### config.mk
export PLATFORM = sky130hd
export DESIGN_NAME = bus_xcvr_dual
export DESIGN_NICKNAME = d
export VERILOG_FILES = /design/src/rtl/bus_xcvr_pkg.sv /design/src/rtl/bus_xcvr_strobe_fsm.sv /design/src/rtl/bus_xcvr_lane.sv /design/src/rtl/bus_xcvr_dual.sv
export SDC_FILE = /design/constraint.sdc
export NUM_CORES = 1
export LEC_CHECK = 0
export ABC_CLOCK_PERIOD_IN_PS = 1400
export BUFFER_PORTS_ARGS = -buffer_cell sky130_fd_sc_hd__buf_2
export CAP_MARGIN = 30
export CORE_ASPECT_RATIO = 0.9
export CORE_MARGIN = 2
export CORE_UTILIZATION = 46
export CTS_BUF_LIST = sky130_fd_sc_hd__clkbuf_4
export CTS_CLUSTER_DIAMETER = 120
export DETAILED_ROUTE_END_ITERATION = 10
export GPL_TIMING_DRIVEN = 0
export PLACE_DENSITY = 0.88
export SLEW_MARGIN = 5
export SYNTH_ARGS = -nofsm -noshare
export SYNTH_HDL_FRONTEND = slang
export SYNTH_SLANG_ARGS = --single-unit
### constraint.sdc
create_clock -name clk -period 1.4 [get_ports clk]
set_input_delay 0.14 -clock clk [delete_from_list [all_inputs] [get_ports clk]]
set_output_delay 0.14 -clock clk [all_outputs]
set_load 0.03 [all_outputs]
### src/rtl/bus_xcvr_pkg.sv
package bus_xcvr_pkg;
    typedef enum logic {
        TRK_LOW  = 1'b0,
        TRK_HIGH = 1'b1
    } trk_state_e;
endpackage

### src/rtl/bus_xcvr_strobe_fsm.sv
module bus_xcvr_strobe_fsm
    import bus_xcvr_pkg::*;
(
    input  logic clk,
    input  logic rst_n,
    input  logic pass_en,
    input  logic strobe,
    output logic load
);
    trk_state_e state_q, state_d;

    always_comb begin
        state_d = state_q;
        unique case (state_q)
            TRK_LOW:  if (strobe)  state_d = TRK_HIGH;  // RISE
            TRK_HIGH: if (!strobe) state_d = TRK_LOW;   // FALL
            default:  state_d = TRK_HIGH;
        endcase
    end

    always_ff @(posedge clk) begin
        if (!rst_n) state_q <= TRK_HIGH;
        else        state_q <= state_d;
    end

    always_comb begin
        load = 1'b0;
        unique case (state_q)
            TRK_LOW:  load = pass_en | strobe;
            TRK_HIGH: load = pass_en;
            default:  load = pass_en;
        endcase
    end
endmodule

### src/rtl/bus_xcvr_lane.sv
module bus_xcvr_lane #(
    parameter int W = 18
) (
    input  logic         clk,
    input  logic         rst_n,
    input  logic         load,
    input  logic         drive_req,
    input  logic [W-1:0] din,
    output logic [W-1:0] dout,
    output logic         drive
);
    always_ff @(posedge clk) begin
        if (!rst_n) begin
            dout  <= '0;
            drive <= 1'b0;
        end else begin
            if (load) dout <= din;
            drive <= drive_req;
        end
    end
endmodule

### src/rtl/bus_xcvr_dual.sv
module bus_xcvr_dual #(
    parameter int HALF_W = 18,
    parameter int N_HALF = 2
) (
    input  logic                       clk,
    input  logic                       rst_n,
    input  logic                       join_mode,
    input  logic [HALF_W*N_HALF-1:0]   a_in,
    input  logic [HALF_W*N_HALF-1:0]   b_in,
    input  logic [N_HALF-1:0]          ab_oe,
    input  logic [N_HALF-1:0]          ab_le,
    input  logic [N_HALF-1:0]          ab_stb,
    input  logic [N_HALF-1:0]          ba_oe_n,
    input  logic [N_HALF-1:0]          ba_le,
    input  logic [N_HALF-1:0]          ba_stb,
    output logic [HALF_W*N_HALF-1:0]   b_out,
    output logic [N_HALF-1:0]          b_drv,
    output logic [HALF_W*N_HALF-1:0]   a_out,
    output logic [N_HALF-1:0]          a_drv
);
    logic [N_HALF-1:0] ab_oe_e, ab_le_e, ab_stb_e;
    logic [N_HALF-1:0] ba_oe_e, ba_le_e, ba_stb_e;
    logic [N_HALF-1:0] ab_load, ba_load;

    // pick each half's control source
    always_comb begin
        for (int h = 0; h < N_HALF; h++) begin
            int src;
            src = join_mode ? 0 : h;
            ab_oe_e[h]  = ab_oe[src];
            ab_le_e[h]  = ab_le[src];
            ab_stb_e[h] = ab_stb[src];
            ba_oe_e[h]  = ~ba_oe_n[src];
            ba_le_e[h]  = ba_le[src];
            ba_stb_e[h] = ba_stb[src];
        end
    end

    for (genvar h = 0; h < N_HALF; h++) begin : g_half
        bus_xcvr_strobe_fsm u_trk_ab (
            .clk(clk), .rst_n(rst_n), .pass_en(ab_le_e[h]),
            .strobe(ab_stb_e[h]), .load(ab_load[h])
        );
        bus_xcvr_strobe_fsm u_trk_ba (
            .clk(clk), .rst_n(rst_n), .pass_en(ba_le_e[h]),
            .strobe(ba_stb_e[h]), .load(ba_load[h])
        );
        bus_xcvr_lane #(.W(HALF_W)) u_lane_ab (
            .clk(clk), .rst_n(rst_n), .load(ab_load[h]),
            .drive_req(ab_oe_e[h]),
            .din(a_in[h*HALF_W +: HALF_W]),
            .dout(b_out[h*HALF_W +: HALF_W]),
            .drive(b_drv[h])
        );
        bus_xcvr_lane #(.W(HALF_W)) u_lane_ba (
            .clk(clk), .rst_n(rst_n), .load(ba_load[h]),
            .drive_req(ba_oe_e[h]),
            .din(b_in[h*HALF_W +: HALF_W]),
            .dout(a_out[h*HALF_W +: HALF_W]),
            .drive(a_drv[h])
        );
    end
endmodule

=== After elaboration in Yosys (flattened, before gate mapping) ===
Cells that the tools add are included.

* Memories: 0
* Memory bits (read-only): 0
* Flip-flop bits (word level): 80
* Logic and storage cells: 50
* Output and inout port bits: 76
* Bits in latches: 0
* Input bits: 87
* Memory bits (writable): 0

* Multiply operators: 0
* Multiplexer cells: 27
* Reduce and logical (&&, ||, !) cells: 0
* Shifts and indexed selects: 0
* Divide/modulo/power cells: 0
* $add $sub $neg: 0
* Eq/ne operators: 0
* Bitwise operators: 10
* $lt $le $gt $ge: 1

{| class="wikitable"
|+ Operator list
! cell !! number
|-
| two-way mux 1 bit || 23
|-
| case mux 1 bit (2 select lines) || 4
|-
| inverter 1 bit || 6
|-
| bitwise OR 1 bit || 4
|-
| less-than comparator 1 x 2 -> 1 bit, second input constant || 1
|}

=== Logic depth before layout (Yosys ltp) ===
* Word-level depth: 6
* Depth in mapped cells: 6
* Depth with buffers taken out: 4

=== Hierarchy ===
Synthesis repeated with hierarchy kept, for this count alone.

* Cell total of the unflattened synthesis: 260
* Area, all modules: 3108.0 µm²

{| class="wikitable"
|+ Modules (own cells, without submodules)
! module !! area each (µm²) !! instances !! seq. area each (µm²) !! cells an instance
|-
| bus_xcvr_lane || 714.4 || 4 || 380.4 || 59
|-
| bus_xcvr_strobe_fsm || 37.5 || 4 || 20.0 || 4
|-
| bus_xcvr_dual || 100.1 || 1 || 0.0 || 8
|}

=== Worst setup path after synthesis ===
OpenSTA, ideal clock, no wires.

* Kind: register to register
* Start: register g_half[1].u_trk_ba.state_q
* End: register g_half[1].u_lane_ba.dout[10]
* Cell stages (with the launch flop): 7
* Buffers on the path: 2
* Data required time: 1280 ps
* Data arrival time: 1001 ps
* Setup slack: 279 ps
* Library setup time: 120 ps
* Cells stage by stage: dfxtp_1 inv_1 a211oi_1 a21oi_1 buf_6 buf_6 mux2i_1

* Cells in the longest elaborated chain, start to end: 2

{| class="wikitable"
|+ Ends and longest elaborated chain
! element !! RTL line !! source
|-
| start: declaration || bus_xcvr_strobe_fsm.sv:10 || <nowiki>trk_state_e state_q, state_d;</nowiki>
|-
| start signal: assignment || bus_xcvr_strobe_fsm.sv:23 || <nowiki>else state_q <= state_d;</nowiki>
|-
| inverter 1 bit || bus_xcvr_strobe_fsm.sv:28 || <nowiki>unique case (state_q)</nowiki>
|-
| case mux 1 bit (2 select lines) * || bus_xcvr_strobe_fsm.sv:28 ||
|-
| end signal: assignment || bus_xcvr_lane.sv:17 || <nowiki>if (load) dout <= din;</nowiki>
|-
| end: declaration || bus_xcvr_lane.sv:9 || <nowiki>output logic [W-1:0] dout,</nowiki>
|}

Every way passes the cells marked *; elsewhere a longest branch is shown, timed or not.
A chain may end at the register's enable or synchronous reset.

=== Final worst setup path ===
* Start: input ba_stb[0]
* End: register g_half[1].u_lane_ba.dout[10]

* Cells in the longest elaborated chain, start to end: 5

{| class="wikitable"
|+ Ends and longest elaborated chain
! element !! RTL line !! source
|-
| start: declaration || bus_xcvr_dual.sv:15 || <nowiki>input logic [N_HALF-1:0] ba_stb,</nowiki>
|-
| two-way mux 1 bit (implied by the code) (3 in a row) || bus_xcvr_dual.sv:35 || <nowiki>ba_stb_e[h] = ba_stb[src];</nowiki>
|-
| bitwise OR 1 bit || bus_xcvr_strobe_fsm.sv:29 || <nowiki>TRK_LOW: load = pass_en | strobe;</nowiki>
|-
| case mux 1 bit (2 select lines) || bus_xcvr_strobe_fsm.sv:28 ||
|}

No other way between the ends. The select of a mux whose other input is x is not followed.

==> metrics.txt <==
Final min period=1383 ps; DIE HEIGHT=81.60 um; Clk Latency, worst-skew pair=400 ps; Top Layer Used=met4; FF/Latch Area=1602 um^2; CP cell instances=dlygate4sd3_1 -> buf_2 -> a21oi_1 -> a21oi_1 -> buf_6 -> buf_8 -> mux2i_1; crit path DAT=1700 ps; post-DP HPWL=6078 um; Max Freq=723.3 MHz; cell family with most CP delay=buffers and inverters; final core occ=0.7515; Die X=90.23 um; share of the synthesized area in the top cell type=0.5203; TritonCTS clock tree=built; global route total overflow=0; number of global-route vias before repair=3,440; final setup margin=17.40 ps; Initial Utilization=0.4724; Netlist cell types=21; Synth Warn #=0; Worst-path clk slew=110 ps; Synth Cell Area=3078 um^2; Hold Crit Class=primary input to flip-flop; pins over their slew limit=0; FILL cells=437; Max VDD drop=0.0007463 V; Final Hold Slack=44.32 ps; register area share after synthesis=0.5203; Core ar.=6516 um^2; I/O Pins=163; critical path endpoint category=flip-flop; count leader, synth=nand2_1; # setup viols final=0; Synth area leader=dfxtp_1; drt total wl=10,320 um; Max-cap violations=0; layout cells sized above 1=0.3261; IO buf count=160; Syn Area/Cell=8.819 um^2; CTS Root Buffer Type=clkbuf_4; initial detailed-routing violation count=133; Layout area overhead=59.11%; Lkg Pwr=2.418 nW; clk sinks=80; CP startpoint kind=primary input; die area=7362 um^2; FF+latch count, synth=80; routed length on met1=3922 um; via density per instance=4.946; Max-slew headroom=0.6742; routed wl met3=684 um; Worst Clk Skew=9.582 ps; WP buf/inv=4; syn_nets=436; H-tree Lvls=3; CP most frequent cell=a21oi_1; EDFF count, synth=0; clock tree buffer depth=2; crit share post-route=0.9876; Top FF cell, synth=dfxtp_1; Final nets=686; Std-Cell Rows=28; final hold vios=0; worst slew pin tran=488.7 ps; DR vias=3,418; WP data required=1710 ps; drt drc=0; slowest stage delay, CP=530 ps; worst-path maximum fanout=10; ant diodes=0; initial antenna violation count=0; Post-Layout Cell Count=691; Gate Count Post-Synth=349; largest net degree at the start of global routing=12; status=finished, final reports clean; Multi-input gate area=1284 um^2; FFs w/ async S/R, synth=0; first-pass GRT wire length=16,210 um; Final GP Congestion=0.7996; WL/cell=14.93 um; overall routing resource usage=0.2806; DP Worst Slack=-1.071 ps; Num CTS Buffers=9; Pre-antenna DRT Iters=5; met2 WL=5285 um; commonest cells in the netlist=nand2_1 (128), dfxtp_1 (80), a21boi_0 (36); Pwr Density=978.1 nW/um^2; Synth area leaders=dfxtp_1 (52%), nand2_1 (16%), a21boi_0 (8.8%); antenna viol nets, final=0; WS Path Type=primary input to flip-flop; dpl cells=599; crit path max-delay cell type=dlygate4sd3_1; RSZ-0062 raised after global routing=no
==> layer usage <==
layer / track usage / vias up
met4: 0.1692 / 0
met2: 0.5211 / 182
met5: 0 / -
met3: 0.07248 / 40
met1: 0.2921 / 1567
li1: - / 1629
==> path summary, 6_finish.rpt <==
check                                      startpoint                                        end  slack [ps]  cells after the start
max reg2reg     g_half[0].u_trk_ab.state_q$_SDFF_PN1_  g_half[0].u_lane_ab.dout[13]$_SDFFE_PN0P_          80                      5
min reg2reg  g_half[0].u_lane_ba.dout[7]$_SDFFE_PN0P_   g_half[0].u_lane_ba.dout[7]$_SDFFE_PN0P_         470                      2
min                                         ab_stb[1]      g_half[1].u_trk_ab.state_q$_SDFF_PN1_          40                      3
max                                         ba_stb[0]  g_half[1].u_lane_ba.dout[10]$_SDFFE_PN0P_          20                      7
==> registers in the layout (all words and copies together), names as in the netlist <==
signal                   cells
g_half.u_lane_ba.dout       36
g_half.u_lane_ab.drive       2
g_half.u_trk_ab.state_q      2
g_half.u_trk_ba.state_q      2
g_half.u_lane_ab.dout       36
g_half.u_lane_ba.drive       2
==> power breakdown <==
| group | total [mW] | switching (mW) | leakage, nW | internal [mW] |
|---|---|---|---|---|
| Combinational | 1.22 | 0.708 | 1.70 | 0.516 |
| Clock | 1.05 | 0.708 | 0.0531 | 0.344 |
| Sequential | 2.51 | 0.0794 | 0.662 | 2.43 |
| Total | 4.79 | 1.50 | 2.42 | 3.29 |
==> cell usage in the layout, fill, tap and decap left out, types with 3 or more instances in the layout <==
cell type,Yosys,final
buf_2,9,167
nand2_1,128,128
dfxtp_1,80,80
dlygate4sd3_1,0,79
a21boi_0,36,36
mux2i_1,23,22
nand3_1,18,18
o21ai_0,17,17
clkbuf_4,0,10
clkbuf_1,7,7
buf_6,8,7
buf_4,4,6
inv_1,3,3
==> worst reg2reg max path, delay by kind of cell, from the launching register on <==
family          cells  cell delay [ps]
compound gates      2              460
buf+inv             2              350
flops               1              330
simple gates        1               90
==> what timing repair did <==
action / in CTS / in global routing
buffers inserted: 0 / 2
hold endpoints to repair: 78 / 0
resized for setup: 1 / 3
hold buffers: 79 / 0
pin swaps: 0 / 1
endpoints found under the setup margin: 1 / 26
==> logic make-up after synthesis <==
kind of cell / Yosys count / synth area share
AND/OR/NAND/NOR: 152 / 0.1976
flip-flops: 80 / 0.5203
AO/OA/AOI/OAI: 62 / 0.1386
buffers and inverters: 32 / 0.06870
multiplexers: 23 / 0.07480
==> cell type report <==
class | instances | area share
Timing Repair Buffer | 241 | 0.3281
Inverter | 3 | 0.002299
Tap cell | 90 | 0.02299
Multi-Input combinational cell | 237 | 0.2621
Sequential cell | 80 | 0.3270
Clock inverter | 3 | 0.002555
Clock buffer | 10 | 0.01533
Buffer | 27 | 0.03960
==> stage by stage <==
stage / setup TNS (ps) / power [mW] / area, um^2
finish: 0 / 4.790 / 4897
detailed placement: -1.071 / 3.563 / 3991
global route: 0 / 5.009 / 4897
global placement: 0 / 3.528 / 3991
floorplan: 0 / 3.201 / 3078
CTS: 0 / 4.768 / 4877
Note: power is estimated with default switching activity, not from simulation.
